**src/rtl/accum_alu_pkg.sv**
```systemverilog
package accum_alu_pkg;

    typedef enum logic [2:0] {
        OP_ADD = 3'd0,
        OP_ADC = 3'd1,
        OP_SUB = 3'd2,
        OP_SBB = 3'd3,
        OP_AND = 3'd4,
        OP_XOR = 3'd5,
        OP_OR  = 3'd6,
        OP_CMP = 3'd7
    } alu_op_e;

    typedef enum logic [1:0] {
        ROT_LEFT_COPY  = 2'd0,
        ROT_RIGHT_COPY = 2'd1,
        ROT_LEFT_THRU  = 2'd2,
        ROT_RIGHT_THRU = 2'd3
    } rot_e;

    typedef struct packed {
        logic sg;
        logic zr;
        logic pe;
        logic cy;
    } flags_t;

    localparam int FLAG_BITS = $bits(flags_t);

    // pick the flag named by the low two bits of a condition field
    function automatic logic pick_flag(input flags_t f, input logic [1:0] sel);
        logic v;
        case (sel)
            2'd0:    v = f.cy;
            2'd1:    v = f.zr;
            2'd2:    v = f.sg;
            default: v = f.pe;
        endcase
        return v;
    endfunction

endpackage

```
**src/rtl/alu_arith.sv**
```systemverilog
module alu_arith
    import accum_alu_pkg::*;
#(
    parameter int WIDTH = 8
) (
    input  alu_op_e          op,
    input  logic [WIDTH-1:0] a,
    input  logic [WIDTH-1:0] b,
    input  logic             cin,
    output logic [WIDTH-1:0] acc_res,
    output logic [WIDTH-1:0] flag_res,
    output logic             cout
);
    localparam int EXT = WIDTH + 1;

    logic [EXT-1:0] ax, bx, cx, wide;

    assign ax = {1'b0, a};
    assign bx = {1'b0, b};
    assign cx = {{WIDTH{1'b0}}, cin};

    always_comb begin
        case (op)
            OP_ADD:  wide = ax + bx;
            OP_ADC:  wide = ax + bx + cx;
            OP_SUB:  wide = ax - bx;
            OP_SBB:  wide = ax - bx - cx;
            OP_AND:  wide = ax & bx;
            OP_XOR:  wide = ax ^ bx;
            OP_OR:   wide = ax | bx;
            default: wide = ax - bx;
        endcase
    end

    // bit WIDTH is carry after add, borrow after subtract, 0 after logic ops
    assign cout     = wide[WIDTH];
    assign flag_res = wide[WIDTH-1:0];
    assign acc_res  = (op == OP_CMP) ? a : wide[WIDTH-1:0];
endmodule

```
**src/rtl/alu_rot.sv**
```systemverilog
module alu_rot
    import accum_alu_pkg::*;
#(
    parameter int WIDTH = 8
) (
    input  rot_e             sel,
    input  logic [WIDTH-1:0] a,
    input  logic             cin,
    output logic [WIDTH-1:0] res,
    output logic             cout
);
    localparam int MSB = WIDTH - 1;

    always_comb begin
        case (sel)
            ROT_LEFT_COPY: begin
                res  = {a[MSB-1:0], a[MSB]};
                cout = a[MSB];
            end
            ROT_RIGHT_COPY: begin
                res  = {a[0], a[MSB:1]};
                cout = a[0];
            end
            ROT_LEFT_THRU: begin
                res  = {a[MSB-1:0], cin};
                cout = a[MSB];
            end
            default: begin
                res  = {cin, a[MSB:1]};
                cout = a[0];
            end
        endcase
    end
endmodule

```
**src/rtl/alu_cond.sv**
```systemverilog
module alu_cond
    import accum_alu_pkg::*;
(
    input  flags_t     flags,
    input  logic [2:0] code,
    output logic       hit
);
    // top bit asks for the flag being set, low bits name the flag
    assign hit = ~(code[2] ^ pick_flag(flags, code[1:0]));
endmodule

```
**src/rtl/accum_alu.sv**
```systemverilog
module accum_alu
    import accum_alu_pkg::*;
#(
    parameter int WIDTH     = 8,
    parameter bit REG_FLAGS = 1'b1
) (
    input  logic             clk,
    input  logic             rst,
    input  logic             is_rot,
    input  logic [2:0]       alu_code,
    input  logic [1:0]       rot_sel,
    input  logic [WIDTH-1:0] acc_in,
    input  logic [WIDTH-1:0] opnd_in,
    input  logic [3:0]       flags_in,
    input  logic [2:0]       cond_code,
    input  logic             flag_we,
    output logic [WIDTH-1:0] acc_out,
    output logic [3:0]       flags_new,
    output logic [3:0]       flags_q,
    output logic             cond_true
);
    flags_t           cur, nxt;
    logic [WIDTH-1:0] ar_acc, ar_flag, rt_res;
    logic             ar_cout, rt_cout;

    assign cur = flags_t'(flags_in);

    alu_arith #(.WIDTH(WIDTH)) u_arith (
        .op       (alu_op_e'(alu_code)),
        .a        (acc_in),
        .b        (opnd_in),
        .cin      (cur.cy),
        .acc_res  (ar_acc),
        .flag_res (ar_flag),
        .cout     (ar_cout)
    );

    alu_rot #(.WIDTH(WIDTH)) u_rot (
        .sel  (rot_e'(rot_sel)),
        .a    (acc_in),
        .cin  (cur.cy),
        .res  (rt_res),
        .cout (rt_cout)
    );

    alu_cond u_cond (
        .flags (cur),
        .code  (cond_code),
        .hit   (cond_true)
    );

    always_comb begin
        if (is_rot) begin
            acc_out = rt_res;
            nxt     = cur;
            nxt.cy  = rt_cout;
        end else begin
            acc_out = ar_acc;
            nxt.sg  = ar_flag[WIDTH-1];
            nxt.zr  = (ar_flag == '0);
            nxt.pe  = ~^ar_flag;
            nxt.cy  = ar_cout;
        end
    end

    assign flags_new = nxt;

    generate
        if (REG_FLAGS) begin : g_flag_reg
            flags_t held;
            always_ff @(posedge clk) begin
                if (rst)          held <= '0;
                else if (flag_we) held <= nxt;
            end
            assign flags_q = held;
        end else begin : g_flag_thru
            assign flags_q = nxt;
        end
    endgenerate
endmodule

```
**config.mk**
```make
export PLATFORM = sky130hd
export DESIGN_NAME = accum_alu
export DESIGN_NICKNAME = d
export VERILOG_FILES = /design/src/rtl/accum_alu_pkg.sv /design/src/rtl/alu_arith.sv /design/src/rtl/alu_rot.sv /design/src/rtl/alu_cond.sv /design/src/rtl/accum_alu.sv
export SDC_FILE = /design/constraint.sdc
export NUM_CORES = 1
export LEC_CHECK = 0
export ABC_CLOCK_PERIOD_IN_PS = 7800
export BUFFER_PORTS_ARGS = -buffer_cell sky130_fd_sc_hd__buf_2
export CAP_MARGIN = 20
export CORE_MARGIN = 10
export CORE_UTILIZATION = 45
export CTS_BUF_LIST = sky130_fd_sc_hd__clkbuf_8 sky130_fd_sc_hd__clkbuf_16
export DETAILED_ROUTE_END_ITERATION = 10
export PLACE_DENSITY = 0.67
export SETUP_SLACK_MARGIN = 0.2
export SLEW_MARGIN = 40
export SYNTH_ARGS = -nofsm -noshare
export SYNTH_HDL_FRONTEND = slang
export SYNTH_HIERARCHICAL = 1
export SYNTH_SLANG_ARGS = --single-unit
```
**constraint.sdc**
```tcl
create_clock -name clk -period 7.8 [get_ports clk]
set_clock_uncertainty 0.1 [all_clocks]
set_input_delay 1.56 -clock clk [delete_from_list [all_inputs] [get_ports clk]]
set_output_delay 1.56 -clock clk [all_outputs]
set_load 0.005 [all_outputs]
```
After elaboration in Yosys (flattened, before gate mapping)
Cells that the tools add are included.
{"block": "totals", "ff_bits": 4, "elab_cells": 36, "output_inout_bits": 17, "in_bits": 32}
{"block": "op_classes", "reduce_logical": 6, "n_bitwise": 5, "n_eq_ne": 10, "muxes": 7, "add_sub_neg": 4}
{"op": "$pmux 9 s6", "count": 1}
{"op": "$pmux 8 s3", "count": 1}
{"op": "$mux 8", "count": 2}
{"op": "$eq 3x3->1 const B", "count": 4}
{"op": "$add 8x8->9", "count": 1}
{"op": "$add 9x1->9", "count": 1}
{"op": "$sub 8x8->9", "count": 1}
{"op": "$sub 9x1->9", "count": 1}
{"op": "$and 8x8->8", "count": 1}
{"op": "$logic_not 8->1", "count": 1}
{"op": "$or 8x8->8", "count": 1}
{"op": "$reduce_xnor 8->1", "count": 1}
{"op": "$xor 8x8->8", "count": 1}
{"op": "$eq 2x1->1 const B", "count": 2}
{"op": "$eq 2x2->1 const B", "count": 2}
{"op": "$logic_not 2->1", "count": 2}
{"op": "$mux 4", "count": 1}
{"op": "$eq 3x1->1 const B", "count": 1}
{"op": "$eq 3x2->1 const B", "count": 1}
{"op": "$logic_not 3->1", "count": 1}
{"op": "$pmux 1 s3", "count": 1}
{"op": "$reduce_or 2->1", "count": 1}
{"op": "$mux 1", "count": 1}
{"op": "$not 1->1", "count": 1}
{"op": "$xor 1x1->1", "count": 1}

Depth between registers and ports, before layout
{"block": "depth", "ltp_word": 5, "depth_mapped": 16, "mapped_depth_nobuf": 16}

Hierarchy
Netlist, hierarchy kept.
{"module": "alu_arith", "area_each_um2": 1954.4, "cells_each": 286, "n_inst": 1, "seq_area_each_um2": 0.0}
{"module": "accum_alu", "area_each_um2": 454.2, "cells_each": 49, "n_inst": 1, "seq_area_each_um2": 80.1}
{"module": "alu_rot", "area_each_um2": 150.1, "cells_each": 14, "n_inst": 1, "seq_area_each_um2": 0.0}
{"module": "alu_cond", "area_each_um2": 31.3, "cells_each": 2, "n_inst": 1, "seq_area_each_um2": 0.0}

Worst setup path before layout
Ideal clock, no wire load.
{"block": "synth_path", "path_type": "input port to output port", "start": "input acc_in[0]", "end": "output flags_new[1]", "stages": 15, "arrival_time_ps": 4562, "required_ps": 6140, "slack_ps": 1578, "n_path_buf": 0, "path_cell_list": "inv_1 > ha_1 > fa_1 > nor3_1 > or4_1 > nand4_2 > or4_4 > nor2_1 > xnor2_1 > o211ai_1 > inv_1 > ha_1 > xnor2_1 > xnor2_1 > o21ai_0"}
{"block": "synth_between", "elab_chain_len": 5, "word_cells_on_any_way": 10, "classes_between": "add/sub: 4; mux: 2; bitwise: 3; reduce/logical: 1"}
{"item": "start, declared", "line_no": "accum_alu.sv:12", "text": "input logic [WIDTH-1:0] acc_in,"}
{"item": "$sub 8x8->9 or $add 8x8->9 (tied branches)"}
{"item": "$sub 9x1->9 or $add 9x1->9 (tied branches)", "line_no": "alu_arith.sv:27, alu_arith.sv:25"}
{"item": "$pmux 9 s6 *", "line_no": "alu_arith.sv:23", "text": "case (op)"}
{"item": "net ar_flag[6]", "line_no": "accum_alu.sv:23", "text": "logic [WIDTH-1:0] ar_acc, ar_flag, rt_res;"}
{"item": "$reduce_xnor 8->1 *", "line_no": "accum_alu.sv:61", "text": "nxt.pe = ~^ar_flag;"}
{"item": "$mux 4 *", "line_no": "accum_alu.sv:53", "text": "if (is_rot) begin"}
{"item": "end, declared", "line_no": "accum_alu.sv:18", "text": "output logic [3:0] flags_new,"}
The timed path passes the listed nets; every way through them passes the cells marked *.

Worst setup path after layout
Ends and elaborated chain as after synthesis.

==> impl_metrics.ini <==
[hold_path]
holdCritPathClass = reg2reg
timing.hold.worst.start = flags_q[3]$_SDFFE_PP0P_
worst_hold_path.endpoint = flags_q[3]$_SDFFE_PP0P_
hold_depth = 2

[logic_synthesis]
ys_seq_area_frac = 0.03092
synth_edf_count = 0
yosys_warnings = 6
number_of_synthesized_register_bits = 4
post_synthesis_instance_area_sq_um = 2590
post_synth.cell_area_avg_sq_um = 7.379
dominant_combinational_cell_family_by_area_after_synthesis = compound AO/OA/AOI/OAI gates
post_synthesis_share_of_cell_area_spent_on_full_adders_half_adders_and_majority_gates = 0.1700
async_flop_share = 0
synth-simple-area-share = 0.2208
synth_compound_area_frac = 0.2633
post_synth_mux_area_share = 0.1304
synth_nets = 417
post_synth_xor_area_fraction = 0.07440
synth_flop_cell = dfxtp_1
netlist-cell-type-count = 76
synthesis.instances = 351

[floorplan]
start_util = 0.4675
ios = 49
die-area_sq_um = 9190
die_x_um = 95.87
die-height_um = 95.87
coreArea_sq_um = 5540
row_count = 27

[clocking]
cts_inserted_buffers = 3
cts.sink_count = 4
post_cts_resize_count = 0
postCtsSetupBuffers = 0
tritoncts_clock_tree = done
cts-htree-levels = 1
clock_insertion_delay_worst_skew_ps = 210
cts-hold-fix-buffers = 0
clock_tree.buffer_depth = 2
cts_root_buf = clkbuf_8
worst_setup_hold_path_clk_slew_ps = 30

[power]
vdd.ir_drop.worst_mv = 0.07864
power_per_cell_area_nw_per_um2 = 106.6
cellLeakagePower_nw = 1.328

[finish]
area_growth_syn_to_layout_pct = 9.420
finish.net_count = 451
post_route_cells_drive_above_1_share = 0.2454
finish.instance_area_sq_um = 2834
diodes = 0
final.fill_count = 569
largest_reg_flops = 4
fin_util = 0.5115
final-instance-count-excl-fill = 455

[global_routing]
first_global_vias = 2585
antenna_found_initial = 0
grt_pass1_wl_um = 12610
global_route.usage.total = 0.1665
grt_start_max_net_pins = 35
overflow = 0

[timing]
finalHoldViolations = 0
rsz_0062_raised_after_global_routing = false
max_clock_freq_ghz = 0.1481
maxSlewHeadroom = 0.5603
final.min_clock_period_ps = 6752
max_slew_vio_count = 0
setup_viol = 0
summed_negative_setup_slack_over_all_endpoints_ps = 0
tightest_slew_ps = 642.9
final_cycle_utilization_of_the_critical_path = 0.8656

[status]
status = completed

[critical_path]
rr_startpoint = flags_q[1]$_SDFFE_PP0P_
startpoint_type = input port
worst-endpoint-required_ps = 6140
worstSetupEndpointType = output port
worst-r2r-setup-slack_ps = 6930
reg2regPathDepth = 2
timing.rr.end = flags_q[1]$_SDFFE_PP0P_
path_max_fanout = 6
cp.arrival_ps = 5090
worstSetupPathType = in2out

[detailed_routing]
routed_vias_inst = 5.848
drt_iter0_markers = 178
drtPass1Iterations = 4
drtAntennaViolNets = 0
drc = 0
count_of_vias_placed_by_the_detailed_router = 2661
detail_route.wl_per_cell_um = 16.78
postRouteWirelength_um = 7637

[placed_design]
finalWeightedCongestion = 0.8848
numPortBuffers = 48
place_inst = 452
detailed_place.area_sq_um = 2793
dp.final_hpwl_um = 6193

[run]
timing.max_cap.violations = 0
-- cells in the mapped netlist (4+ instances only) --
library cell	number	share of area
and2_1	4	0.0097
ha_1	32	0.15
nand3_1	7	0.014
inv_1	40	0.058
mux2i_1	6	0.023
clkbuf_1	9	0.013
or2_2	4	0.0097
nor3_1	6	0.012
o21ai_0	21	0.041
o211ai_1	7	0.020
xnor2_1	16	0.054
nand2b_1	6	0.014
dfxtp_1	4	0.031
nand2_1	23	0.033
xor2_1	6	0.020
mux2_2	12	0.052
nor2_1	29	0.042
a21oi_1	23	0.044
mux2_4	8	0.046
-- stage by stage --
step	setup slack (ps)	total power, W	hold slack, ps
2_1_floorplan	1578	0.0002001	378.5
3_3_place_gp	1174	0.0002554	375.5
3_5_place_dp	1075	0.0002581	364.1
4_1_cts	1084	0.0003031	400.0
5_1_grt	734.4	0.0003358	433.7
6_report	1048	0.0003020	395.2
-- power by group --
group	total, W	leakage, nW	internal [W]	switching [W]
Combinational	0.000235	1.27	0.000103	0.000132
Sequential	0.0000244	0.0330	0.0000233	0.00000112
Clock	0.0000426	0.0216	0.0000328	0.00000979
Total	0.000302	1.33	0.000159	0.000143
-- cells in the final DEF (no fill, tap or decap), types with 4 or more instances in the layout --
cell type,Yosys,final
nor2_1,29,29
nand2b_1,6,6
mux2_4,8,8
xnor2_1,16,16
inv_1,40,40
and2_1,4,4
or2_2,4,4
o211ai_1,7,7
ha_1,32,32
o21ai_0,21,21
a21oi_1,23,23
buf_2,2,48
xor2_1,6,6
dfxtp_1,4,4
mux2_2,12,12
nand3_1,7,7
nand2_1,23,23
nor3_1,6,6
mux2i_1,6,6
-- routing by layer --
metal | vias to the layer above | GRT usage | routed length [um]
li1 | 1324 | - | -
met1 | 1237 | 0.2181 | 3314
met2 | 86 | 0.2799 | 3488
met3 | 14 | 0.01634 | 639
met4 | 0 | 0.05160 | 194
met5 | - | 0 | 0
-- kinds of logic after synthesis --
kind of cell,Yosys count
buffers and inverters,61
adders and majority gates,34
DFF,4
and+or+nand+nor,106
xor gates and xnor gates,22
AOI/OAI and AO/OA,97
muxes,27
-- worst max path at each step --
stage / from / endpoint / slack, ps / depth (start not counted)
after floorplan: acc_in[0] / flags_new[1] / 1580 / 15
after global placement: acc_in[0] / flags_new[1] / 1170 / 16
after detailed placement: acc_in[0] / flags_new[1] / 1070 / 17
after CTS: acc_in[0] / flags_new[1] / 1080 / 17
after global routing: acc_in[0] / flags_new[1] / 730 / 16
final: acc_in[0] / flags_new[1] / 1050 / 16
-- cell type report --
class	instances	area, sq um	share of cell area
clock buffers	3	41.29	0.01457
inverters	42	157.7	0.05563
multi-input cells	286	2225	0.7850
flip-flops and latches	4	80.08	0.02826
well taps	72	90.09	0.03179
repair buffers	48	240.2	0.08477
-- worst max-delay path, stage by stage --
cell	delay, ps
buf_2	130
ha_1	260
inv_1	80
fa_1	470
nor2b_1	250
o22ai_1	140
xnor2_1	370
a311oi_1	190
a2111oi_0	620
a31oi_1	80
inv_1	90
ha_1	230
xnor2_1	140
xnor2_1	230
o21ai_0	110
buf_2	140
Note: power is estimated with default switching activity, not from simulation.
